## src/rtl/sdsp_pkg.sv

```systemverilog
package sdsp_pkg;

    localparam int unsigned BYTE_W = 8;
    localparam int unsigned PCNT_W = 3;

    typedef struct packed {
        logic [BYTE_W-1:0] data;
        logic              is_data;
    } rx_byte_t;

    // Opcodes 0xF0..0xF7 carry as many parameters as their low three bits.
    function automatic logic [PCNT_W-1:0] param_count(input logic [BYTE_W-1:0] op);
        logic [PCNT_W-1:0] n;
        n = '0;
        if (op[7:3] == 5'b11110) begin
            n = op[PCNT_W-1:0];
        end
        return n;
    endfunction

endpackage

```

## src/rtl/sdsp_sync.sv

```systemverilog
module sdsp_sync #(
    parameter int unsigned STAGES  = 2,
    parameter int unsigned W       = 4,
    parameter logic [W-1:0] RST_VAL = '0
) (
    input  logic         clk,
    input  logic         rst_n,
    input  logic [W-1:0] din,
    output logic [W-1:0] dout
);

    logic [STAGES-1:0][W-1:0] stg_d, stg_q;

    always_comb begin
        stg_d[0] = din;
        for (int i = 1; i < STAGES; i++) begin
            stg_d[i] = stg_q[i-1];
        end
    end

    always_ff @(posedge clk or negedge rst_n) begin
        if (!rst_n) begin
            for (int i = 0; i < STAGES; i++) begin
                stg_q[i] <= RST_VAL;
            end
        end else begin
            stg_q <= stg_d;
        end
    end

    assign dout = stg_q[STAGES-1];

endmodule

```

## src/rtl/sdsp_shift.sv

```systemverilog
module sdsp_shift
    import sdsp_pkg::*;
#(
    parameter int unsigned BW = BYTE_W
) (
    input  logic     clk,
    input  logic     rst_n,
    input  logic     cs_s,
    input  logic     sclk_s,
    input  logic     sdin_s,
    input  logic     dc_s,
    output logic     emit,
    output rx_byte_t emit_byte
);

    localparam int unsigned CW = $clog2(BW);

    typedef struct packed {
        logic          sclk_prev;
        logic [CW-1:0] cnt;
        logic [BW-2:0] sh;
        logic          emit;
        rx_byte_t      out;
    } shift_st_t;

    shift_st_t st_d, st_q;
    logic      rise;

    always_comb begin
        st_d           = st_q;
        st_d.emit      = 1'b0;
        st_d.sclk_prev = sclk_s;
        rise           = sclk_s & ~st_q.sclk_prev;
        if (cs_s) begin
            // select high: any partial byte is dropped
            st_d.cnt = '0;
            st_d.sh  = '0;
        end else if (rise) begin
            if (st_q.cnt == CW'(BW-1)) begin
                st_d.emit        = 1'b1;
                st_d.out.data    = {st_q.sh, sdin_s};
                st_d.out.is_data = dc_s;
                st_d.cnt         = '0;
            end else begin
                st_d.sh  = {st_q.sh[BW-3:0], sdin_s};
                st_d.cnt = st_q.cnt + CW'(1);
            end
        end
    end

    always_ff @(posedge clk or negedge rst_n) begin
        if (!rst_n) begin
            st_q <= '0;
        end else begin
            st_q <= st_d;
        end
    end

    assign emit      = st_q.emit;
    assign emit_byte = st_q.out;

    a_r4_break_resets_count: assert property (@(posedge clk) disable iff (!rst_n)
        cs_s |=> (st_q.cnt == '0));

    a_r3_emit_needs_select: assert property (@(posedge clk) disable iff (!rst_n)
        st_q.emit |-> ($past(!cs_s) && $past(sclk_s)));

endmodule

```

## src/rtl/sdsp_param.sv

```systemverilog
module sdsp_param
    import sdsp_pkg::*;
#(
    parameter int unsigned BW = BYTE_W,
    parameter int unsigned PW = PCNT_W
) (
    input  logic          clk,
    input  logic          rst_n,
    input  logic          emit,
    input  rx_byte_t      emit_byte,
    output logic          vld,
    output logic [BW-1:0] data,
    output logic          is_data,
    output logic          is_op,
    output logic [PW-1:0] left
);

    typedef struct packed {
        logic          vld;
        logic [BW-1:0] data;
        logic          is_data;
        logic          is_op;
        logic [PW-1:0] left;
    } param_st_t;

    param_st_t st_d, st_q;

    always_comb begin
        st_d     = st_q;
        st_d.vld = 1'b0;
        if (emit) begin
            st_d.vld     = 1'b1;
            st_d.data    = emit_byte.data;
            st_d.is_data = emit_byte.is_data;
            st_d.is_op   = 1'b0;
            if (!emit_byte.is_data) begin
                if (st_q.left == '0) begin
                    st_d.is_op = 1'b1;
                    st_d.left  = param_count(emit_byte.data);
                end else begin
                    st_d.left  = st_q.left - PW'(1);
                end
            end
        end
    end

    always_ff @(posedge clk or negedge rst_n) begin
        if (!rst_n) begin
            st_q <= '0;
        end else begin
            st_q <= st_d;
        end
    end

    assign vld     = st_q.vld;
    assign data    = st_q.data;
    assign is_data = st_q.is_data;
    assign is_op   = st_q.is_op;
    assign left    = st_q.left;

    a_r7_param_decrements: assert property (@(posedge clk) disable iff (!rst_n)
        (emit && !emit_byte.is_data && st_q.left != '0) |=>
            (st_q.left == $past(st_q.left) - PW'(1)) && !st_q.is_op);

    a_r6_opcode_when_idle: assert property (@(posedge clk) disable iff (!rst_n)
        (emit && !emit_byte.is_data && st_q.left == '0) |=> (st_q.vld && st_q.is_op));

    a_r8_data_keeps_count: assert property (@(posedge clk) disable iff (!rst_n)
        (emit && emit_byte.is_data) |=> $stable(st_q.left));

    a_r9_idle_keeps_count: assert property (@(posedge clk) disable iff (!rst_n)
        !emit |=> ($stable(st_q.left) && !st_q.vld));

endmodule

```

## src/rtl/spi_disp_rx.sv

```systemverilog
module spi_disp_rx
    import sdsp_pkg::*;
#(
    parameter int unsigned SYNC_STAGES = 2
) (
    input  logic              clk,
    input  logic              rst_n,
    input  logic              cs_n,
    input  logic              sclk,
    input  logic              sdin,
    input  logic              dc,
    output logic              byte_vld,
    output logic [BYTE_W-1:0] byte_data,
    output logic              byte_is_data,
    output logic              byte_is_opcode,
    output logic [PCNT_W-1:0] params_left
);

    localparam int unsigned NSIG = 4;

    logic [NSIG-1:0] raw_in, sync_out;
    logic            emit;
    rx_byte_t        emit_byte;

    assign raw_in = {dc, sdin, sclk, cs_n};

    sdsp_sync #(
        .STAGES (SYNC_STAGES),
        .W      (NSIG),
        .RST_VAL(4'b0001)
    ) u_sync (
        .clk  (clk),
        .rst_n(rst_n),
        .din  (raw_in),
        .dout (sync_out)
    );

    sdsp_shift #(
        .BW(BYTE_W)
    ) u_shift (
        .clk      (clk),
        .rst_n    (rst_n),
        .cs_s     (sync_out[0]),
        .sclk_s   (sync_out[1]),
        .sdin_s   (sync_out[2]),
        .dc_s     (sync_out[3]),
        .emit     (emit),
        .emit_byte(emit_byte)
    );

    sdsp_param #(
        .BW(BYTE_W),
        .PW(PCNT_W)
    ) u_param (
        .clk      (clk),
        .rst_n    (rst_n),
        .emit     (emit),
        .emit_byte(emit_byte),
        .vld      (byte_vld),
        .data     (byte_data),
        .is_data  (byte_is_data),
        .is_op    (byte_is_opcode),
        .left     (params_left)
    );

    a_r11_one_cycle_strobe: assert property (@(posedge clk) disable iff (!rst_n)
        byte_vld |=> !byte_vld);

    a_r2_data_not_opcode: assert property (@(posedge clk) disable iff (!rst_n)
        (byte_vld && byte_is_data) |-> !byte_is_opcode);

endmodule

```

## config.mk

```make
export PLATFORM = sky130hd
export DESIGN_NAME = spi_disp_rx
export DESIGN_NICKNAME = d
export VERILOG_FILES = /design/src/rtl/sdsp_pkg.sv /design/src/rtl/sdsp_sync.sv /design/src/rtl/sdsp_shift.sv /design/src/rtl/sdsp_param.sv /design/src/rtl/spi_disp_rx.sv
export SDC_FILE = /design/constraint.sdc
export NUM_CORES = 1
export LEC_CHECK = 0
export BUFFER_PORTS_ARGS = -buffer_cell sky130_fd_sc_hd__buf_2
export CAP_MARGIN = 20
export CORE_AREA = 5 5 68 70
export CTS_CLUSTER_DIAMETER = 30
export DETAILED_ROUTE_END_ITERATION = 10
export DIE_AREA = 0 0 73 75
export PLACE_DENSITY = 0.61
export SKIP_LAST_GASP = 1
export SLEW_MARGIN = 20
export SYNTH_ARGS = -nofsm -noshare
export SYNTH_HDL_FRONTEND = slang
export SYNTH_SLANG_ARGS = --single-unit
```

## constraint.sdc

```tcl
create_clock -name clk -period 2 [get_ports clk]
set_clock_uncertainty 0.1 [all_clocks]
set_input_delay 0.2 -clock clk [delete_from_list [all_inputs] [get_ports clk]]
set_output_delay 0.2 -clock clk [all_outputs]
set_load 0.1 [all_outputs]
```

# == Word-level counts from Yosys, hierarchy flattened ==
# Cells that the tools add are included.
# op_classes
n_addsub,2
eq_ne,3
n_mux,11
bitwise,4
n_reduce_logical,5
# ops
cell,n
$mux 10,3
$mux 20,1
$mux 14,1
$mux 3,3
$mux 7,1
$eq 5x5->1 const B,1
$mux 4,1
$reduce_and 2->1,2
$add 3x1->3 const B,1
$eq 3x3->1 const B,1
$logic_not 3->1,1
$not 1->1,3
$reduce_and 3->1,1
$sub 3x1->3 const B,1
$ne 2x2->1 const B,1
$reduce_bool 2->1,1
$and 1x1->1,1
$mux 1,1
# word_totals
register_bits,43
input_bits,6
output_inout_bits,14
elab_cells,38

# == Logic depth before layout (Yosys ltp) ==
# depth
ltp_word,5
mapped_depth,6
mapped_depth_nobuf,5

# == Modules after synthesis ==
# A second synthesis with hierarchy kept.
# unflattened
cells_unflattened,134
hier_area_um2,1765.4
# modules_own_cells
mod,instances,cells_each,area_per_inst_um2,seq_area_each_um2
sdsp_shift,1,79,945.9,525.5
sdsp_param,1,47,616.8,350.3
sdsp_sync,1,8,202.7,202.7

# == Worst setup path after synthesis ==
# No wires, ideal clock.
# synth_timing
path_type,reg2reg
from,register u_param.st_q (netlist bit u_param.left[0])
to,register u_param.st_q (netlist bit u_param.left[0])
setup_ps,124
arrival_ps,1955
required_ps,1776
setup_slack_ps,-179
path_stages_with_launch,6
n_path_buf,0
period_less_slack_ps,2179
cell_sequence,dfrtp_1 > inv_1 > ha_1 > nor4bb_1 > and4_1 > a211o_1
# synth_between
elab_chain_len,2
word_cells_on_any_way,3
cone_classes,add/sub: 1; mux: 1; reduce/logical: 1
# synth_rtl
element,line,text
from (decl),sdsp_param.sv:26,"param_st_t st_d, st_q;"
from (signal assigned),sdsp_param.sv:51,st_q <= st_d;
$sub 3x1->3 / $logic_not 3->1 (equally long branches),"sdsp_param.sv:41, sdsp_param.sv:37",
$mux 3 *,sdsp_param.sv:37,if (st_q.left == '0) begin
# Every way passes the cells marked *; elsewhere a longest branch is shown, timed or not.
# A chain may end at the register's enable or synchronous reset.

# == Worst setup path after layout ==
# layout_timing
from,register u_shift.st_q[17] (netlist name)
to,register u_shift.st_q (netlist bit u_shift.emit_byte[1])
# layout_between
elab_chain_len,2
# layout_rtl
element,line,text
from (decl),sdsp_shift.sv:26,"shift_st_t st_d, st_q;"
from (signal assigned),sdsp_shift.sv:55,st_q <= st_d;
$eq 3x3->1,sdsp_shift.sv:39,if (st_q.cnt == CW'(BW-1)) begin
$reduce_and 3->1 (no source line),--,
# No other way between the ends.

==> run summary <==
f_max -> 543.2 MHz
top cells by area, synth -> dfrtp_1 60%, mux2_4 7.8%, mux2_2 6.5%
met3 Usage GRT -> 3.338%
synthesized flop and latch total -> 43
initial core utilization -> 43.99%
Row Count -> 23
Root Buffer Master -> clkbuf_8
count of final hold-check violations -> 0
Die Span Y -> 75 um
area leader, netlist -> dfrtp_1
CTS tree -> done
clk sink count -> 43
First-pass DRT Iterations -> 2
R2R setup slack -> 0.16 ns
worst-path fanout max -> 10
Final GP Congestion -> 0.7415
setup violators final -> 0
Internal Pwr Total -> 0.001185 W
vias per cell -> 4.955
Max Buffers Root-to-Sink -> 2
met2 Use GR -> 19.17%
Pwr Density -> 735.1 mW/mm^2
combinational share of power -> 3.3%
Max-Slew Margin vs Limit -> 54.34%
vias in the first global route -> 1041
share of power burned in registers -> 59.9%
Post-Syn Instances -> 116
die area -> 0.005475 sq mm
Worst-path clk slew -> 0.07 ns
dominant cell by count in the synthesized netlist -> dfrtp_1
Top delay family on crit path -> simple AND/OR/NAND/NOR gates
Main synth FF type -> dfrtp_1
GRT busiest layer -> met2
synth unique cells -> 28
Global Route Usage Sum -> 11.65%
via count -> 981
final wirelength -> 2.707 mm
Final Critical Period -> 1.841 ns
Reg2Reg Launch Point -> u_shift.st_q[17]$_DFFE_PN0P_
worst-skew pair later-pin latency -> 0.29 ns
ys async rst share -> 100.0%
initial antenna violation count -> 0
DR iter-0 viols -> 39
Synth warnings -> 0
Syn Area/Cell -> 14.84 sq um
switching power -> 0.0003058 W
CP startpoint -> u_shift.st_q[17]$_DFFE_PN0P_
pre-CTS setup slack -> 0.1582 ns
Area Growth Syn to Fin -> 17.81%
CTS buffer count -> 5
max-slew violations -> 0
port bufs -> 19
hpwl dp -> 1.965 mm
htree depth -> 2
cells along the critical path -> ha_1 -> ha_1 -> and3b_1 -> mux2_4
sw frac -> 20.51%
Synth top area share -> 59.59%
Post-synth EDFFs -> 0
antenna-violating nets left -> 0
Max Cap Viol -> 0
static leakage -> 1.046 nW
startpoint types -> register
Setup CP Type -> register to register
Multi-input gate area -> 603.1 sq um
Largest stage delay, worst path -> 0.54 ns
Top Ports -> 20
top post-synthesis cells by count -> 41 x dfrtp_1, 10 x mux2_2, 10 x mux2i_1, 10 x nor2_1, 9 x mux2_4
hold path startpoint -> u_sync.stg_d[7]$_DFF_PN0_
Post-CTS Resized -> 0
Worst EP required -> 2.07 ns
Routed wire per std cell -> 13.67 um
Seq/Total Area, Yosys -> 62.65%
Critical Path End Type -> register
final worst setup slack -> 0.1591 ns
first-pass GRT wire length -> 4.795 mm
Register Area -> 0.001081 sq mm
Synthesized Nets -> 127
GRT overflow -> 0
Die Wd -> 73 um
post-route design area -> 0.002028 sq mm
# fillers -> 347
status -> finished, final reports clean
cell mode on critical path -> ha_1
post-route insts no fill -> 198
Clock power frac -> 36.8%
crit path DAT -> 1.92 ns
Post-route DRC -> 0
Synth Cell Area -> 0.001722 sq mm
share of post-route cells with drive strength above 1 -> 36.49%
period utilization -> 92.04%
Crit-path slowest cell -> and3b_1
Final nets -> 158
type of the worst min-delay path -> register to register
Cell Count Post-Placement -> 185
GR met1 Demand/Resource -> 13.66%
n_diodes -> 0
buffers and inverters on the worst path -> 0
Core Region -> 0.003914 sq mm
unrepaired setup endpoints after global routing -> false
largest net degree at the start of global routing -> 34
area post-placement -> 0.001887 sq mm
setup TNS -> 0 ns
Worst-Margin Slew -> 0.6850 ns
Max VDD drop -> 0.4627 mV
power by group through the flow:
stage | combinational, W | sequential (W) | clock, W
after CTS | 0.0000519 | 0.000893 | 0.000567
final | 0.0000499 | 0.000893 | 0.000548
after global placement | 0.0000430 | 0.000909 | 0
after global routing | 0.0000589 | 0.000895 | 0.000603
after detailed placement | 0.0000444 | 0.000910 | 0
after floorplan | 0.0000193 | 0.000905 | 0
timing repair:
| item | 4_1_cts | 5_1_grt |
|---|---|---|
| setup buffers | 0 | 0 |
| hold buffers | 5 | 0 |
| hold endpoints to repair | 33 | 0 |
sequential cells by signal, indices dropped and copies added (netlist names):
| name | flops |
|---|---|
| u_param.data | 8 |
| u_param.is_data | 1 |
| u_param.is_op | 1 |
| u_param.left | 3 |
| u_param.vld | 1 |
| u_shift.emit | 1 |
| u_shift.emit_byte | 9 |
| u_shift.st_q | 11 |
| u_sync.dout | 4 |
| u_sync.stg_d | 4 |
layer usage:
layer | wire length, um | share of wire, %
met5 | 0 | 0
met4 | 40 | 1.5
met3 | 145 | 5.4
met2 | 1350 | 50
met1 | 1170 | 43
through the flow:
| step | hold WS [ns] | total power [W] | util [%] |
|---|---|---|---|
| floorplan | -0.1956 | 0.0009247 | - |
| global placement | 0.1783 | 0.0009524 | 48.21 |
| detailed placement | 0.1862 | 0.0009545 | 48.21 |
| CTS | 0.2555 | 0.001512 | 51.82 |
| global route | 0.2732 | 0.001557 | 51.82 |
| finish | 0.2542 | 0.001491 | 51.82 |
kinds of logic (layout without fill, tap and decap cells):
| group | count (synthesis) | after routing | synth area share, % |
|---|---|---|---|
| fa+ha+maj | 5 | 5 | 3.634 |
| flops | 43 | 43 | 62.65 |
| buf+inv | 8 | 40 | 2.325 |
| compound gates | 6 | 6 | 2.180 |
| simple gates | 25 | 25 | 9.012 |
| mux | 29 | 29 | 20.20 |
layout make-up:
| type | instances | area share (%) |
|---|---|---|
| multi-input cells | 65 | 29.73 |
| flip-flops and latches | 43 | 53.30 |
| repair buffers | 28 | 8.637 |
| clock inverters | 1 | 0.2468 |
| well taps | 50 | 3.085 |
| inverters | 4 | 0.7403 |
| clock buffers | 7 | 4.257 |
worst register-to-register path: stages, from the launching register on:
cell and delay (ns):
dfrtp_1 0.38, ha_1 0.20, ha_1 0.17, and3b_1 0.54, mux2_4 0.35
layout by cell type (no fill, tap or decap), drive strengths merged, types with 2 or more instances in the layout:
| cell type | n |
|---|---|
| mux2i | 10 |
| inv | 4 |
| nor2b | 2 |
| buf | 23 |
| clkbuf | 7 |
| nand2b | 2 |
| a21oi | 3 |
| dlygate4sd3 | 5 |
| ha | 5 |
| nor2 | 10 |
| dfstp | 2 |
| dfrtp | 41 |
| nand4b | 2 |
| mux2 | 19 |
path summary, 6_finish.rpt:
path	endpoint	depth (start not counted)
worst min-delay path	u_sync.dout[3]$_DFF_PN0_	0
worst max-delay path	u_shift.emit_byte[1]$_DFFE_PN0P_	4
worst min register to register	u_sync.dout[3]$_DFF_PN0_	0
max in group asynchronous	u_param.left[1]$_DFFE_PN0P_	3
min in group asynchronous	u_param.data[7]$_DFFE_PN0P_	2
worst max register to register	u_shift.emit_byte[1]$_DFFE_PN0P_	4
No activity file was read; power rests on OpenSTA's default activity.
